==> src/rtl/flag_rename_pkg.sv <==
package flag_rename_pkg;
   typedef enum logic [1:0] {
      POL_MERGE = 2'd0,
      POL_STALL = 2'd1,
      POL_WHOLE = 2'd2,
      POL_RSVD  = 2'd3
   } flag_policy_e;

   localparam int GRP_CF  = 0;
   localparam int GRP_OTH = 1;
   localparam int N_GRP   = 2;
endpackage

==> src/rtl/flag_group_slot.sv <==
// Holds the producer of one flag group.
// Priority: flush, then a write, then a matching retirement.
module flag_group_slot #(
   parameter int TAG_W = 6
) (
   input  logic             clk,
   input  logic             rst_n,
   input  logic             flush,
   input  logic             wr_en,
   input  logic             wr_vld,
   input  logic [TAG_W-1:0] wr_tag,
   input  logic             ret_valid,
   input  logic [TAG_W-1:0] ret_tag,
   output logic             vld,
   output logic [TAG_W-1:0] tag
);
   always_ff @(posedge clk) begin
      if (!rst_n) begin
         vld <= 1'b0;
         tag <= '0;
      end else if (flush) begin
         vld <= 1'b0;
      end else if (wr_en) begin
         vld <= wr_vld;
         tag <= wr_tag;
      end else if (ret_valid && vld && (ret_tag == tag)) begin
         vld <= 1'b0;
      end
   end
endmodule

==> src/rtl/merge_tag_pool.sv <==
// Hands out merge tags: top bit set, low bits from a wrapping counter.
module merge_tag_pool #(
   parameter int TAG_W = 6,
   parameter int MRG_W = 3
) (
   input  logic             clk,
   input  logic             rst_n,
   input  logic             take,
   output logic [TAG_W-1:0] tag_o
);
   localparam logic [TAG_W-1:0] TAG_BASE = TAG_W'(1) << (TAG_W - 1);

   logic [MRG_W-1:0] cnt_q;

   always_ff @(posedge clk) begin
      if (!rst_n)    cnt_q <= '0;
      else if (take) cnt_q <= cnt_q + MRG_W'(1);
   end

   assign tag_o = TAG_BASE | TAG_W'(cnt_q);
endmodule

==> src/rtl/stall_timer.sv <==
// Counts the legacy hold and then grants one acceptance.
module stall_timer #(
   parameter int STALL_CYCLES = 7
) (
   input  logic clk,
   input  logic rst_n,
   input  logic flush,
   input  logic start,
   input  logic consume,
   output logic busy,
   output logic granted
);
   localparam int CNT_W = $clog2(STALL_CYCLES + 1);
   localparam logic [CNT_W-1:0] LOAD = CNT_W'(STALL_CYCLES);

   logic [CNT_W-1:0] cnt_q;

   always_ff @(posedge clk) begin
      if (!rst_n || flush) begin
         cnt_q   <= '0;
         granted <= 1'b0;
      end else begin
         if (start)               cnt_q <= LOAD;
         else if (cnt_q != '0)    cnt_q <= cnt_q - CNT_W'(1);
         if (cnt_q == CNT_W'(1))  granted <= 1'b1;
         else if (consume)        granted <= 1'b0;
      end
   end

   assign busy = (cnt_q != '0);
endmodule

==> src/rtl/flag_rename_tracker.sv <==
module flag_rename_tracker
   import flag_rename_pkg::*;
#(
   parameter int TAG_W        = 6,
   parameter int MRG_W        = 3,
   parameter int STALL_CYCLES = 7
) (
   input  logic             clk,
   input  logic             rst_n,
   input  logic [1:0]       policy,
   input  logic             flush,
   input  logic             in_valid,
   output logic             in_ready,
   input  logic             in_write_cf,
   input  logic             in_write_oth,
   input  logic             in_read_cf,
   input  logic             in_read_oth,
   input  logic             in_flags_dead,
   input  logic [TAG_W-1:0] in_dest_tag,
   input  logic             ret_valid,
   input  logic [TAG_W-1:0] ret_tag,
   output logic             iss_valid,
   output logic             src_cf_valid,
   output logic [TAG_W-1:0] src_cf_tag,
   output logic             src_oth_valid,
   output logic [TAG_W-1:0] src_oth_tag,
   output logic             insert_merge,
   output logic [TAG_W-1:0] merge_tag,
   output logic [TAG_W-1:0] merge_in_cf_tag,
   output logic [TAG_W-1:0] merge_in_oth_tag,
   output logic             stall
);
   if (TAG_W < 2) begin : g_bad_tag
      $error("TAG_W must be at least 2");
   end
   if (MRG_W < 1 || MRG_W > TAG_W - 1) begin : g_bad_mrg
      $error("MRG_W must lie in 1..TAG_W-1");
   end
   if (STALL_CYCLES < 1) begin : g_bad_stall
      $error("STALL_CYCLES must be at least 1");
   end

   flag_policy_e pol;
   assign pol = flag_policy_e'(policy);

   logic             pol_stall, pol_whole, pol_merge;
   assign pol_stall = (pol == POL_STALL);
   assign pol_whole = (pol == POL_WHOLE);
   assign pol_merge = !pol_stall && !pol_whole;

   // A dead flag result drops the reads and the writes of flags
   logic [N_GRP-1:0] rd_g, wr_g;
   assign rd_g[GRP_CF]  = in_read_cf   & ~in_flags_dead;
   assign rd_g[GRP_OTH] = in_read_oth  & ~in_flags_dead;
   assign wr_g[GRP_CF]  = in_write_cf  & ~in_flags_dead;
   assign wr_g[GRP_OTH] = in_write_oth & ~in_flags_dead;

   logic [N_GRP-1:0] grp_vld;
   logic [TAG_W-1:0] grp_tag [N_GRP];

   logic             split_need;
   assign split_need = (&rd_g) && (&grp_vld) && (grp_tag[GRP_CF] != grp_tag[GRP_OTH]);

   // Legacy hold control
   logic busy, granted, need_hold, timer_start, accept;
   assign need_hold   = in_valid && pol_stall && split_need && !granted;
   assign timer_start = need_hold && !busy && !flush;
   assign in_ready    = !flush && !busy && !need_hold;
   assign accept      = in_valid && in_ready;

   stall_timer #(.STALL_CYCLES(STALL_CYCLES)) u_timer (
      .clk     (clk),
      .rst_n   (rst_n),
      .flush   (flush),
      .start   (timer_start),
      .consume (accept),
      .busy    (busy),
      .granted (granted)
   );

   logic do_merge, do_held;
   assign do_merge = accept && pol_merge && split_need;
   assign do_held  = accept && pol_stall && split_need;

   logic [TAG_W-1:0] mtag;
   merge_tag_pool #(.TAG_W(TAG_W), .MRG_W(MRG_W)) u_pool (
      .clk   (clk),
      .rst_n (rst_n),
      .take  (do_merge),
      .tag_o (mtag)
   );

   // Whole-register view: one producer shared by both groups
   logic any_wr, partial_wr, whole_rd;
   assign any_wr     = |wr_g;
   assign partial_wr = any_wr && !(&wr_g);
   assign whole_rd   = (|rd_g) || partial_wr;

   logic             nxt_vld [N_GRP];
   logic [TAG_W-1:0] nxt_tag [N_GRP];

   for (genvar g = 0; g < N_GRP; g++) begin : g_grp
      logic             s_wr_en, s_wr_vld;
      logic [TAG_W-1:0] s_wr_tag;

      always_comb begin
         s_wr_en  = 1'b0;
         s_wr_vld = 1'b1;
         s_wr_tag = in_dest_tag;
         if (pol_whole) begin
            s_wr_en = accept && any_wr;
         end else if (do_merge) begin
            s_wr_en  = 1'b1;
            s_wr_tag = wr_g[g] ? in_dest_tag : mtag;
         end else if (do_held) begin
            s_wr_en  = 1'b1;
            s_wr_vld = wr_g[g];
         end else begin
            s_wr_en = accept && wr_g[g];
         end
      end

      always_comb begin
         if (pol_whole) begin
            nxt_vld[g] = whole_rd && grp_vld[GRP_OTH];
            nxt_tag[g] = grp_tag[GRP_OTH];
         end else if (do_merge) begin
            nxt_vld[g] = 1'b1;
            nxt_tag[g] = mtag;
         end else if (do_held) begin
            nxt_vld[g] = 1'b0;
            nxt_tag[g] = '0;
         end else begin
            nxt_vld[g] = rd_g[g] && grp_vld[g];
            nxt_tag[g] = grp_tag[g];
         end
      end

      flag_group_slot #(.TAG_W(TAG_W)) u_slot (
         .clk       (clk),
         .rst_n     (rst_n),
         .flush     (flush),
         .wr_en     (s_wr_en),
         .wr_vld    (s_wr_vld),
         .wr_tag    (s_wr_tag),
         .ret_valid (ret_valid),
         .ret_tag   (ret_tag),
         .vld       (grp_vld[g]),
         .tag       (grp_tag[g])
      );
   end

   // Registered result stage
   always_ff @(posedge clk) begin
      if (!rst_n) begin
         iss_valid        <= 1'b0;
         src_cf_valid     <= 1'b0;
         src_cf_tag       <= '0;
         src_oth_valid    <= 1'b0;
         src_oth_tag      <= '0;
         insert_merge     <= 1'b0;
         merge_tag        <= '0;
         merge_in_cf_tag  <= '0;
         merge_in_oth_tag <= '0;
      end else begin
         iss_valid     <= accept;
         insert_merge  <= do_merge;
         src_cf_valid  <= accept && nxt_vld[GRP_CF];
         src_oth_valid <= accept && nxt_vld[GRP_OTH];
         src_cf_tag    <= (accept && nxt_vld[GRP_CF])  ? nxt_tag[GRP_CF]  : '0;
         src_oth_tag   <= (accept && nxt_vld[GRP_OTH]) ? nxt_tag[GRP_OTH] : '0;
         if (do_merge) begin
            merge_tag        <= mtag;
            merge_in_cf_tag  <= grp_tag[GRP_CF];
            merge_in_oth_tag <= grp_tag[GRP_OTH];
         end
      end
   end

   assign stall = busy;
endmodule

==> config.mk <==
export PLATFORM = sky130hd
export DESIGN_NAME = flag_rename_tracker
export DESIGN_NICKNAME = d
export VERILOG_FILES = /design/src/rtl/flag_rename_pkg.sv /design/src/rtl/flag_group_slot.sv /design/src/rtl/merge_tag_pool.sv /design/src/rtl/stall_timer.sv /design/src/rtl/flag_rename_tracker.sv
export SDC_FILE = /design/constraint.sdc
export NUM_CORES = 1
export LEC_CHECK = 0
export ABC_CLOCK_PERIOD_IN_PS = 3300
export BUFFER_PORTS_ARGS = -buffer_cell sky130_fd_sc_hd__buf_2
export CORE_MARGIN = 3
export CORE_UTILIZATION = 24
export CTS_CLUSTER_SIZE = 10
export DETAILED_ROUTE_END_ITERATION = 7
export PLACE_DENSITY_LB_ADDON = 0.1
export REMOVE_ABC_BUFFERS = 1
export SLEW_MARGIN = 20
export SYNTH_ARGS = -nofsm -noshare
export SYNTH_HDL_FRONTEND = slang
export SYNTH_HIERARCHICAL = 1
export SYNTH_SLANG_ARGS = --single-unit
==> constraint.sdc <==
create_clock -name clk -period 3.3 [get_ports clk]
set_input_delay 0.165 -clock clk [delete_from_list [all_inputs] [get_ports clk]]
set_output_delay 0.165 -clock clk [all_outputs]
set_load 0.01 [all_outputs]
Yosys cells after proc, flatten, opt, wreduce, memory -nomap -nowiden
Index checks and enable logic that the tools add are counted.
{ "totals": {"register_bits": 53, "latchBits": 0, "mem_bits_rw": 0, "romBits": 0, "in_bits": 24, "out_inout_bits": 36, "wordCells": 122, "n_memories": 0} }
{ "op_classes": {"add_sub_neg": 2, "mul": 0, "div_mod_pow": 0, "magnitude_cmp": 0, "n_eq_ne": 6, "shift": 0, "n_mux": 38, "bitwise": 7, "reduce_logical": 53} }
{ "op_table": {"columns": ["operator", "count"], "rows": [
  ["2-to-1 mux 6 bit", 12],
  ["logical AND 1 bit", 28],
  ["2-to-1 mux 1 bit", 24],
  ["AND reduction 2 bit", 7],
  ["== test 6 bit", 2],
  ["logical NOT 1 bit", 8],
  ["nonzero test 2 bit", 4],
  ["2-to-1 mux 3 bit", 2],
  ["inequality test 6 bit", 1],
  ["OR reduction 2 bit", 3],
  ["AND 1 bit", 4],
  ["adder 3 x 1 -> 3 bit, second input constant", 1],
  ["== test 3 x 1 -> 1 bit, second input constant", 1],
  ["inverter 1 bit", 3],
  ["nonzero test 3 bit", 1],
  ["subtractor 3 x 1 -> 3 bit, second input constant", 1],
  ["== test 2 x 1 -> 1 bit, second input constant", 1],
  ["== test 2 bit, second input constant", 1],
  ["logical OR 1 bit", 2]
]} }

Longest topological paths before layout
Gate-level depths: netlist of the first run.
{ "depth": {"ltp_word": 17, "depth_mapped": 11, "mapped_depth_nobuf": 10} }

Modules after synthesis
The synthesis of the first run kept the hierarchy.
{ "by_module_without_submodules": {"columns": ["mod", "instances", "cells_each", "area_each_um2", "seq_area_each_um2"], "rows": [
  ["flag_rename_tracker", 1, 219, 1856.8, 680.7],
  ["flag_group_slot", 2, 33, 357.8, 140.1],
  ["stall_timer", 1, 23, 221.5, 80.1],
  ["merge_tag_pool", 1, 17, 157.7, 60.1]
]} }

Least setup slack after synthesis of the first run
No wires, ideal clock.
{ "synth_path": {"kind": "register -> register", "startpoint": "register u_timer.cnt_q[0]", "endpoint": "register g_grp[1].u_slot.vld", "setup_time_ns": 0.127, "arrival_ns": 2.364, "required_ns": 3.173, "setup_slack_ns": 0.809, "stages_incl_launch_ff": 10, "n_path_buf": 0, "synth_period_minus_slack_ns": 2.491, "cell_sequence": "dfxtp_1 -> inv_1 -> ha_1 -> nand2b_1 -> or3b_2 -> nor4_1 -> o21ai_0 -> or3_1 -> a2111oi_2 -> a21oi_1"} }
{ "synth_via": {"elab_chain_len": 11, "elab_cells_between_ends": 19, "classes_between": "7 x mux; 12 x reduce/logical"} }
{ "synth_rtl": {"columns": ["item", "line_no", "source"], "rows": [
  ["start: declaration", "stall_timer.sv:16", "logic [CNT_W-1:0] cnt_q;"],
  ["start signal: assignment", "stall_timer.sv:24", "else if (cnt_q != '0) cnt_q <= cnt_q - CNT_W'(1);"],
  ["nonzero test 3 bit *", "stall_timer.sv:30", "assign busy = (cnt_q != '0);"],
  ["via stall", "flag_rename_tracker.sv:31", "output logic stall"],
  ["logical NOT 1 bit *", "flag_rename_tracker.sv:68", "assign in_ready = !flush && !busy && !need_hold;"],
  ["logical AND 1 bit * (2 in a row)", "flag_rename_tracker.sv:68", null],
  ["logical AND 1 bit *", "flag_rename_tracker.sv:69", "assign accept = in_valid && in_ready;"],
  ["logical AND 1 bit (2 in a row)", "flag_rename_tracker.sv:83", "assign do_held = accept && pol_stall && split_need;"],
  ["2-to-1 mux 1 bit", "flag_rename_tracker.sv:115", "end else if (do_held) begin"],
  ["2-to-1 mux 1 bit *", "flag_rename_tracker.sv:112", "end else if (do_merge) begin"],
  ["2-to-1 mux 1 bit *", "flag_rename_tracker.sv:110", "if (pol_whole) begin"],
  ["via g_grp[1].s_wr_vld", "flag_rename_tracker.sv:103", "logic s_wr_en, s_wr_vld;"],
  ["2-to-1 mux 1 bit *", "flag_group_slot.sv:23", "end else if (wr_en) begin"],
  ["end signal: assignment", "flag_group_slot.sv:24", "vld <= wr_vld;"],
  ["end: declaration", "flag_group_slot.sv:14", "output logic vld,"]
]} }
The timed path passes the listed nets; every way through them passes the cells marked *.
A chain may end at the register's enable or synchronous reset.

Worst setup path after layout of the first run
{ "layout_path": {"startpoint": "register u_timer.cnt_q[0]", "endpoint": "register g_grp[1].u_slot.tag[4]"} }
{ "layout_via": {"elab_cells_between_ends": 17, "classes_between": "5 x mux; 12 x reduce/logical"} }
{ "layout_rtl": {"columns": ["item", "line_no", "source"], "rows": [
  ["nonzero test 3 bit", "stall_timer.sv:30", null],
  ["logical NOT 1 bit", "flag_rename_tracker.sv:68", null],
  ["logical AND 1 bit (2 in a row)", "flag_rename_tracker.sv:68", null],
  ["logical AND 1 bit", "flag_rename_tracker.sv:69", null],
  ["logical AND 1 bit (2 in a row)", "flag_rename_tracker.sv:82", "assign do_merge = accept && pol_merge && split_need;"],
  ["2-to-1 mux 6 bit", "flag_rename_tracker.sv:112", null],
  ["2-to-1 mux 6 bit", "flag_rename_tracker.sv:110", null],
  ["via g_grp[1].s_wr_tag[4]", "flag_rename_tracker.sv:104", "logic [TAG_W-1:0] s_wr_tag;"],
  ["end signal: assignment", "flag_group_slot.sv:25", "tag <= wr_tag;"],
  ["end: declaration", "flag_group_slot.sv:15", "output logic [TAG_W-1:0] tag"]
]} }
The timed path passes the listed nets, and every way through them passes these cells.

==> reports/results.txt, run 1 <==
CP cell instances: inv_1, ha_1, nand2b_1, nor3b_1, nand4_1, a21o_1, or3_1, mux2_4, mux2i_1, nor2b_1
EDFF count, synth: 0
Worst Tran Pin Value: 0.703 ns
Detailed Place HPWL: 6.41 mm
Critical hold path startpoint: rst_n
Final hold slack: 0.196 ns
Total track usage: 13.3%
Critical R2R Capture: g_grp[1].u_slot/tag[4]
Crit path max-delay family: simple AND/OR/NAND/NOR gates
Unrepaired setup endpoints after global routing: false
CP max stage delay: 0.58 ns
TritonCTS clock tree: built
Die W: 117 um
Detail-routed via count per cell: 4.57
Comb power frac: 9.0%
R2R depth: 10
Synth top cells by count: nand2_1, dfxtp_1, a21boi_0
Fin Clk Skew: 0.00954 ns
Sw Pwr: 341 uW
Worst reg-to-reg setup slack: 0.50 ns
Clk_lat worst skew: 0.30 ns
Mapped Avg Cell Area: 9.08 um2
Synthesis-stage register bit count: 55
Starting Density: 25.2%
Largest net degree at the start of global routing: 38
Req. time, crit path: 3.50 ns
Ys flop type: dfxtp_1
I/O pin cnt: 60
DRC Markers: 0
Num rows: 39
H-tree Lvls: 2
Worst Path Arrival: 3.00 ns
Buffers plus inverters on the worst setup path: 1
Max Freq: 0.358 GHz
Post-Layout Cell Count: 533
CTS sink cnt: 55
Setup TNS: 0 ns
Element type at the critical path start: register
Clock Path Buffers: 2
Vias: 2435
Die area: 0.0137 mm2
Status: finished, final reports clean
Hold WC Path Type: in2reg
Leakage power: 1.49 nW
Overall routed net length: 8.65 mm
Post-CTS resize count: 0
Final period utilization: 84.7%
Max cap viols: 0
Nets@finish: 420
Worst-path clk slew: 0.08 ns
Cell Area, Synth: 0.00295 mm2
Cells after synthesis: 325
Area Growth Syn to Fin: 21.2%
DP Cell Count: 525
Count of cell types in the netlist: 50
R2R Path Start: u_timer/cnt_q[0]
PD cells: 377 mW/mm2
Sequential fraction of the synthesis area: 37.3%
Post CTS Setup Buffer Count: 0
Slew Viols, Final: 0
Yosys top cell area share: 37.3%
CP Launch Point: u_timer/cnt_q[0]
Die Height: 117 um
Final Wtd Congestion: 0.808
CTS Buf Count: 5
Hold path depth: 3
Clock root cell: clkbuf_16
Critical path peak fanout: 8
Sw Share: 25.2%
Buffers on Ports: 59
Cts hold-fix bufs: 0
Peak supply drop: 0.169 mV
Slew headroom: 53.1%
Post-layout min period: 2.80 ns
Drt pass-1 iters: 4
# diodes: 0
Ranking of synthesized cells by area: dfxtp_1, nand2_1, mux2_4, mux2i_1, a21boi_0
Layout cells sized above 1: 26.4%
FILL cells: 1285
Final setup viols: 0
Total chip power: 1.35 mW
Post-DR wirelength/cell: 16.2 um
Slowest library cell on the worst path: or3_1
Initial DRC count: 107
Synthesis Warnings: 6
Seq pwr share: 49.7%
Count leader, synth: nand2_1
Setup Crit Path Kind: reg2reg
Placeable Area: 0.0117 mm2
Final hold violation count: 0
WHS Endpoint: iss_valid
Dominant cell type by area after synthesis: dfxtp_1
Critical path endpoint category: register
Wire length of the first global-routing pass: 13.5 mm
Remaining Overflow, GRT: 0
Initial antenna violation count: 0
Fraction of registers with async set/reset: 0%
Cell Int Power: 1.01 mW
Final ANT Viol Nets: 0
Vias in the first global route: 2426
Clock power share: 41.3%
## power by group through the flow
stage | clock network, mW | logic [mW] | registers [mW]
final | 0.558 | 0.121 | 0.671
after CTS | 0.583 | 0.122 | 0.671
after global placement | 0 | 0.122 | 0.687
after global routing | 0.601 | 0.133 | 0.672
after detailed placement | 0 | 0.122 | 0.687
after floorplan | 0 | 0.0687 | 0.687
## final cells by class
cell class | count | area, um2 | area share (%)
Multi-Input combinational cell | 248 | 1740 | 48.5
Sequential cell | 55 | 1100 | 30.8
Timing Repair Buffer | 70 | 378 | 10.6
Tap cell | 143 | 179 | 5.00
Clock buffer | 5 | 125 | 3.50
Inverter | 9 | 33.8 | 0.945
Clock inverter | 3 | 23.8 | 0.665
## sequential cells by signal, indices dropped and copies added, names as in the netlist
signal,count
src_oth_valid,1
g_grp.u_slot/vld,2
src_cf_valid,1
insert_merge,1
merge_in_oth_tag,6
iss_valid,1
src_cf_tag,6
merge_tag,6
u_pool/cnt_q,3
src_oth_tag,6
g_grp.u_slot/tag,12
u_timer/cnt_q,3
merge_in_cf_tag,6
u_timer/granted,1
## cell families after synthesis
family	share of synthesized area, %
other	0.254
muxes	13.9
AOI/OAI and AO/OA	13.6
adders and majority gates	2.97
and+or+nand+nor	21.7
DFF	37.3
xor gates and xnor gates	6.23
buffers and inverters	4.03
## worst max-delay path by stage
stage	to	slack [ns]	cells after the start
floorplan	g_grp[0].u_slot/tag[0]	0.66	10
global placement	g_grp[0].u_slot/tag[1]	0.57	9
detailed placement	g_grp[0].u_slot/tag[2]	0.50	10
CTS	g_grp[0].u_slot/tag[2]	0.48	10
global route	g_grp[1].u_slot/tag[2]	0.26	10
finish	g_grp[1].u_slot/tag[4]	0.50	10
## worst min-delay path, delay by kind of cell
kind	cells	cell delay (ns)
buffers and inverters	1	0.14
AND/OR/NAND/NOR	2	0.14
## placed cells by master, fill, tap and decap left out, types with 4 or more instances in the layout
cell / count
o21ai_0: 5
nand2b_1: 8
clkbuf_16: 5
nor2b_1: 17
buf_4: 11
nand2_1: 66
a211oi_1: 8
mux2_4: 12
xnor2_1: 6
inv_1: 8
a21oi_1: 13
mux2_2: 8
xor2_1: 15
mux2i_1: 14
ha_1: 7
a21boi_0: 18
buf_2: 59
dfxtp_1: 55
nor2_1: 4
or3_1: 4
## metal layers
layer	share of wire, %	track usage (%)	up-vias
met4	1.2	3.90	0
met1	49	18.4	1142
li1	-	-	1240
met5	0	0	-
met2	46	21.1	45
met3	4.1	2.57	8
## through the flow
| step | setup WS (ns) | instance area (um2) | util, % |
|---|---|---|---|
| floorplan | 0.663 | 2870 | - |
| global placement | 0.567 | 3430 | 29.3 |
| detailed placement | 0.500 | 3430 | 29.3 |
| CTS | 0.483 | 3580 | 30.5 |
| global route | 0.260 | 3580 | 30.5 |
| finish | 0.505 | 3580 | 30.5 |
Power figures use the tool's default switching activity.
==> run 2: changes to the inputs <==
ABC_AREA = 1   (was not set)
ABC_CLOCK_PERIOD_IN_PS = 2400   (was 3300)
clock period = 2.4 ns   (was 3.3 ns; I/O delays follow)
==> run 2 against run 1 <==
Sequential share of layout area is 0.61 points lower. Synthesized cell count up 45%. Register-to-register slack got worse by 0.24 ns. Design area rose by 2.1%. Clock power grew 32%. Combinational power rose by 51%. Maximum frequency is 31% higher. Setup slack got worse by 0.24 ns. Largest power group unchanged.
==> reports/results.txt, run 2 <==
Status: finished, final reports clean
FILL cells: 1392 (+8.3%)
Post-DR wirelength/cell: 12.5 um (-23%)
Req. time, crit path: 2.59 ns (-0.91 ns)
Dominant cell type by area after synthesis: dfxtp_1
Critical path peak fanout: 12 (+4)
Detail-routed via count per cell: 4.20 (-8.0%)
Critical R2R Capture: g_grp[0].u_slot/tag[5]
Worst Path Arrival: 2.33 ns (-0.67 ns)
Ranking of synthesized cells by area: dfxtp_1, nand2_1, inv_1, a21oi_1, nand3_1
Die area: 0.0141 mm2 (+3.5%)
Clock Path Buffers: 2 (unchanged)
Unrepaired setup endpoints after global routing: false
Synthesis Warnings: 6 (unchanged)
Clock root cell: clkbuf_16
Max cap viols: 0 (unchanged)
Most Frequent Cell on Critical Path: nand2_1
Detailed Place HPWL: 6.82 mm (+6.4%)
Critical hold path startpoint: flush
Post-CTS resize count: 0 (unchanged)
Initial DRC count: 115 (+7.5%)
Final ANT Viol Nets: 0 (unchanged)
CP cell instances: inv_1, nand2_1, nand2_1, nor2_1, nand3_2, nand4_2, nand4_1, nand2_1, o21ai_0, nand2_1, inv_2, nor2_2, inv_4, o21ai_0, a21oi_1
Crit path max-delay family: simple AND/OR/NAND/NOR gates
Hold WC Path Type: in2reg
Max Freq: 0.468 GHz (+31%)
Ys flop type: dfxtp_1
Vias in the first global route: 2966 (+22%)
Num rows: 40 (+2.6%)
PD cells: 507 mW/mm2 (+34%)
Cts hold-fix bufs: 0 (unchanged)
Starting Density: 25.0% (-0.23 points)
Worst-path clk slew: 0.07 ns (about the same)
Post-layout min period: 2.14 ns (-0.657 ns)
Wire length of the first global-routing pass: 14.7 mm (+8.7%)
Cells after synthesis: 470 (+45%)
Final hold violation count: 0 (unchanged)
# diodes: 0 (unchanged)
Clk_lat worst skew: 0.30 ns (about the same)
WHS Endpoint: g_grp[1].u_slot/vld
H-tree Lvls: 2 (unchanged)
Area Growth Syn to Fin: 19.3%
Count of cell types in the netlist: 31 (-38%)
Final period utilization: 89.1% (+4.4 points)
Nets@finish: 556 (+32%)
Cell Area, Synth: 0.00306 mm2 (+3.7%)
Layout cells sized above 1: 20.9% (-5.5 points)
Placeable Area: 0.0123 mm2 (+4.7%)
Fraction of registers with async set/reset: 0% (unchanged)
Slew Viols, Final: 0 (unchanged)
Element type at the critical path start: register
CP max stage delay: 0.38 ns (-0.20 ns)
Overall routed net length: 8.71 mm (+0.61%)
DRC Markers: 0 (unchanged)
Worst reg-to-reg setup slack: 0.26 ns (-0.24 ns)
Drt pass-1 iters: 4 (unchanged)
R2R depth: 15 (+5)
Setup Crit Path Kind: reg2reg
CTS sink cnt: 55 (unchanged)
Final Wtd Congestion: 0.735 (-9.1%)
Remaining Overflow, GRT: 0 (unchanged)
Final setup viols: 0 (unchanged)
Largest net degree at the start of global routing: 43 (+13%)
Fin Clk Skew: 0.00622 ns (-0.00332 ns)
Die W: 119 um (+1.8%)
Critical path endpoint category: register
Leakage power: 1.85 nW (+24%)
Yosys top cell area share: 36.0% (-1.3 points)
Total chip power: 1.85 mW (+37%)
Slowest library cell on the worst path: dfxtp_1
Peak supply drop: 0.233 mV (+38%)
Count leader, synth: nand2_1
Mapped Avg Cell Area: 6.51 um2 (-28%)
CTS Buf Count: 5 (unchanged)
Max FFs per register: 12 (unchanged)
Die Height: 119 um (+1.8%)
Total track usage: 13.0% (-0.32 points)
R2R Path Start: g_grp[0].u_slot/tag[5]
Synth top cells by count: nand2_1, inv_1, dfxtp_1
EDFF count, synth: 0 (unchanged)
Most frequent cells in the layout: nand2_1, inv_1, buf_2
Synthesis-stage register bit count: 55 (unchanged)
TritonCTS clock tree: built
Buffers on Ports: 59 (unchanged)
Post CTS Setup Buffer Count: 0 (unchanged)
Sequential fraction of the synthesis area: 36.0% (-1.3 points)
Reg with most FFs: g_grp.u_slot/tag
Hold path depth: 4 (+1)
Initial antenna violation count: 0 (unchanged)
Buffers plus inverters on the worst setup path: 3 (+2)
I/O pin cnt: 60 (unchanged)
Setup TNS: 0 ns (unchanged)
Leading cell type in the layout, fill and taps excluded: nand2_1
Vias: 2916 (+20%)
## run 2: cell types whose count changed after synthesis, moves of 12 or more
cell      previous run  this run
o21ai_0              5        23
xor2_1              15         0
inv_2                0        12
a21boi_0            18         0
mux2_4              12         0
nand3_1              3        40
nor2b_1             17         0
mux2i_1             14         0
inv_1                8        70
nor2_1               4        43
nand2_1             66       123
a21oi_1             13        40
## run 2: how the worst max path moves through the flow
stage,end,depth (start not counted),startpoint
global route,g_grp[1].u_slot/tag[5],16,g_grp[1].u_slot/tag[4]
global placement,g_grp[1].u_slot/tag[4],11,u_timer/cnt_q[0]
detailed placement,g_grp[1].u_slot/tag[4],11,u_timer/cnt_q[0]
CTS,g_grp[1].u_slot/tag[4],11,u_timer/cnt_q[0]
floorplan,g_grp[0].u_slot/tag[3],13,u_timer/cnt_q[0]
finish,g_grp[0].u_slot/tag[5],15,g_grp[0].u_slot/tag[5]
## run 2: report_power, final
part / leakage [nW] / switching, mW / internal [mW] / total, mW
Clock: 0.0669 / 0.351 / 0.387 / 0.737
Combinational: 1.34 / 0.119 / 0.0639 / 0.183
Sequential: 0.444 / 0.00901 / 0.920 / 0.929
Total: 1.85 / 0.479 / 1.37 / 1.85
## run 2: worst register-to-register path, delay by kind of cell (launching register included)
kind | cells | cell delay (ns)
AO/OA/AOI/OAI | 3 | 0.30
buffers and inverters | 3 | 0.24
flip-flops | 1 | 0.38
AND/OR/NAND/NOR | 9 | 1.12
## run 2: layer usage
layer	track usage [%]	share of wire (%)	wire [um]	vias up
li1	-	-	-	1559
met3	2.66	4.3	375	7
met5	0	0	0	-
met4	3.33	1.1	100	0
met1	16.2	47	4080	1291
met2	22.7	48	4150	59
## run 2: logic make-up (layout without fill, tap and decap cells)
| kind of cell | Yosys count | count (layout) | synth area share [%] |
|---|---|---|---|
| AND/OR/NAND/NOR | 222 | 222 | 31.8 |
| buffers and inverters | 102 | 157 | 14.5 |
| AO/OA/AOI/OAI | 82 | 82 | 14.7 |
| flip-flops | 55 | 55 | 36.0 |
| adder cells (fa/ha/maj) | 7 | 7 | 2.86 |
| other | 2 | 3 | 0.245 |
## run 2: metrics by stage
| step | hold WS, ns | worst slack [ns] | std cells | utilization (%) | instance area [um2] |
|---|---|---|---|---|---|
| after floorplan | 0.231 | -0.117 | 453 | - | 2940 |
| after detailed placement | 0.457 | 0.160 | 686 | 28.6 | 3500 |
| final | 0.191 | 0.262 | 694 | 29.8 | 3650 |
| after global placement | 0.459 | 0.268 | 686 | 28.6 | 3500 |
| after global routing | 0.219 | 0.000778 | 694 | 29.8 | 3650 |
| after CTS | 0.183 | 0.138 | 694 | 29.7 | 3640 |
## run 2: area by class of cell
| type | count | area (um2) | area share [%] |
|---|---|---|---|
| Multi-Input combinational cell | 314 | 1530 | 41.8 |
| Inverter | 84 | 320 | 8.77 |
| Clock inverter | 2 | 12.5 | 0.343 |
| Clock buffer | 6 | 129 | 3.53 |
| Sequential cell | 55 | 1100 | 30.2 |
| Timing Repair Buffer | 65 | 353 | 9.66 |
| Tap cell | 168 | 210 | 5.76 |
==> run 3: changes to the inputs <==
ABC_CLOCK_PERIOD_IN_PS = 2300   (was 2400)
CORE_UTILIZATION = 55   (was 24)
clock period = 2.3 ns   (was 2.4 ns; I/O delays follow)
==> run 3 against run 2 <==
Power shrank 8.3%. Combinational power is 2% higher. Largest power group unchanged. Global-route usage is 10 points higher. Sequential power grew 4.4%. Critical endpoint is now g_grp[1].u_slot/tag[1]. First-iteration DRC count rose by 29%. Routed wire length decreased by 18%. Maximum frequency grew 2.8%. Count of clock-buffer cells in the layout unchanged. Critical path depth is 1 higher. Hold slack got worse by 0.033 ns. Via count rose by 2.6%.
==> reports/results.txt, run 3 (synthesis gave the netlist of run 2 again) <==
Status: finished, final reports clean
Peak supply drop: 0.230 mV (-1.2%)
H-tree Lvls: 2 (unchanged)
R2R depth: 16 (+1)
Placeable Area: 0.00524 mm2 (-57%)
Post-Layout Cell Count: 595 (-14%)
Max FFs per register: 12 (unchanged)
Vias: 2991 (+2.6%)
Vias in the first global route: 2713 (-8.5%)
Max Freq: 0.481 GHz (+2.8%)
I/O pin cnt: 60 (unchanged)
Largest net degree at the start of global routing: 43 (unchanged)
DRC Markers: 0 (unchanged)
Worst Path Arrival: 2.32 ns (about the same)
Cts hold-fix bufs: 0 (unchanged)
WHS Endpoint: g_grp[0].u_slot/vld
Detail-routed via count per cell: 5.03 (+20%)
Seq pwr share: 57.2% (+7.0 points)
Critical R2R Capture: g_grp[1].u_slot/tag[1]
Hold WC Path Type: in2reg
Cell Int Power: 1.25 mW (-9.1%)
Initial DRC count: 148 (+29%)
Req. time, crit path: 2.55 ns (-0.04 ns)
Num rows: 26 (-35%)
Sw Share: 26.6% (+0.67 points)
CTS sink cnt: 55 (unchanged)
Die area: 0.00650 mm2 (-54%)
Final period utilization: 90.4% (+1.3 points)
Worst reg-to-reg setup slack: 0.22 ns (-0.04 ns)
Element type at the critical path start: register
Clock Path Buffers: 2 (unchanged)
Max cap viols: 0 (unchanged)
Worst-path clk slew: 0.10 ns (+0.03 ns)
Total chip power: 1.70 mW (-8.3%)
PD cells: 489 mW/mm2 (-3.4%)
Setup TNS: 0 ns (unchanged)
Final Wtd Congestion: 0.903 (+23%)
Setup Crit Path Kind: reg2reg
Post-DR wirelength/cell: 12.0 um (-4.6%)
Post-CTS resize count: 0 (unchanged)
DP Cell Count: 587 (-14%)
Total track usage: 23.1% (+10 points)
Slew Viols, Final: 0 (unchanged)
Starting Density: 58.5% (+33 points)
Sw Pwr: 451 uW (-5.9%)
Remaining Overflow, GRT: 0 (unchanged)
Fin Clk Skew: 0.00589 ns (-0.000327 ns)
# diodes: 0 (unchanged)
Unrepaired setup endpoints after global routing: false
Detailed Place HPWL: 5.47 mm (-20%)
Post CTS Setup Buffer Count: 0 (unchanged)
Drt pass-1 iters: 4 (unchanged)
Overall routed net length: 7.12 mm (-18%)
R2R Path Start: g_grp[0].u_slot/tag[4]
Final ANT Viol Nets: 0 (unchanged)
Post-layout min period: 2.08 ns (-0.0585 ns)
Nets@finish: 555 (-0.18%)
Hold path depth: 4 (unchanged)
Final hold slack: 0.158 ns (-0.0332 ns)
Area Growth Syn to Fin: 13.3%
Critical path endpoint category: register
Initial antenna violation count: 0 (unchanged)
Leading cell type in the layout, fill and taps excluded: nand2_1
TritonCTS clock tree: built
Critical hold path startpoint: flush
Die W: 80.6 um (-32%)
Final hold violation count: 0 (unchanged)
Wire length of the first global-routing pass: 11.9 mm (-19%)
Leakage power: 1.82 nW (-1.7%)
Clk_lat worst skew: 0.31 ns (about the same)
CTS Buf Count: 5 (unchanged)
Layout cells sized above 1: 20.6% (-0.34 points)
Most frequent cells in the layout: nand2_1, inv_1, buf_2
Clock power share: 31.8% (-8.1 points)
Die Height: 80.6 um (-32%)
Final setup viols: 0 (unchanged)
Clock root cell: clkbuf_8
Reg with most FFs: g_grp.u_slot/tag
Buffers on Ports: 59 (unchanged)
Critical path peak fanout: 12 (unchanged)
Fin util: 66.2% (+36 points)
Comb power frac: 11.0% (+1.1 points)
-- run 3: cell type report --
type	instances	area, um2
clock buffers	6	72.6
fillers	500	1770
inverters	84	320
clock inverters	2	16.3
well taps	70	87.6
multi-input cells	314	1530
repair buffers	64	345
flip-flops and latches	55	1100
-- run 3: worst max path at each step --
| stage | from | to | slack, ns | cells after the start |
|---|---|---|---|---|
| floorplan | u_timer/cnt_q[0] | g_grp[0].u_slot/tag[3] | -0.22 | 13 |
| global placement | u_timer/cnt_q[0] | g_grp[1].u_slot/tag[4] | 0.22 | 11 |
| finish | g_grp[0].u_slot/tag[4] | g_grp[1].u_slot/tag[1] | 0.22 | 16 |
| detailed placement | u_timer/cnt_q[0] | g_grp[1].u_slot/tag[3] | 0.12 | 11 |
| CTS | u_timer/cnt_q[0] | g_grp[1].u_slot/tag[1] | 0.08 | 10 |
| global route | g_grp[0].u_slot/tag[4] | g_grp[1].u_slot/tag[3] | 0.04 | 16 |
-- run 3: worst max-delay path, stage by stage, from the launching register on --
cell	delay, ns
dfxtp_1	0.41
inv_1	0.10
nand2_1	0.06
nand2_1	0.05
nor2_1	0.17
nand3_2	0.14
nand2_1	0.10
nor2_1	0.06
nand4_1	0.10
nand2_1	0.07
o21ai_0	0.15
nand2_1	0.11
inv_2	0.08
nor2_2	0.04
inv_2	0.17
o21ai_1	0.10
a21oi_1	0.13
-- run 3: through the flow --
stage / instance area (um2) / setup WS (ns)
after floorplan: 2940 / -0.217
after global placement: 3370 / 0.221
after detailed placement: 3370 / 0.115
after CTS: 3460 / 0.0809
after global routing: 3470 / 0.0386
final: 3470 / 0.220
-- run 3: power by group through the flow --
stage | Combinational, mW | Clock (mW) | Sequential, mW
final | 0.187 | 0.540 | 0.970
after global routing | 0.211 | 0.581 | 0.971
after CTS | 0.183 | 0.549 | 0.970
after detailed placement | 0.182 | 0 | 0.992
after global placement | 0.178 | 0 | 0.992
after floorplan | 0.115 | 0 | 0.990
-- run 3: routing by layer --
metal	GRT usage [%]	vias up	share of wire, %
met1	27.3	1344	44
met2	42.2	70	50
met5	0	-	0
met3	4.26	11	5.0
li1	-	1566	-
met4	6.42	0	1.3
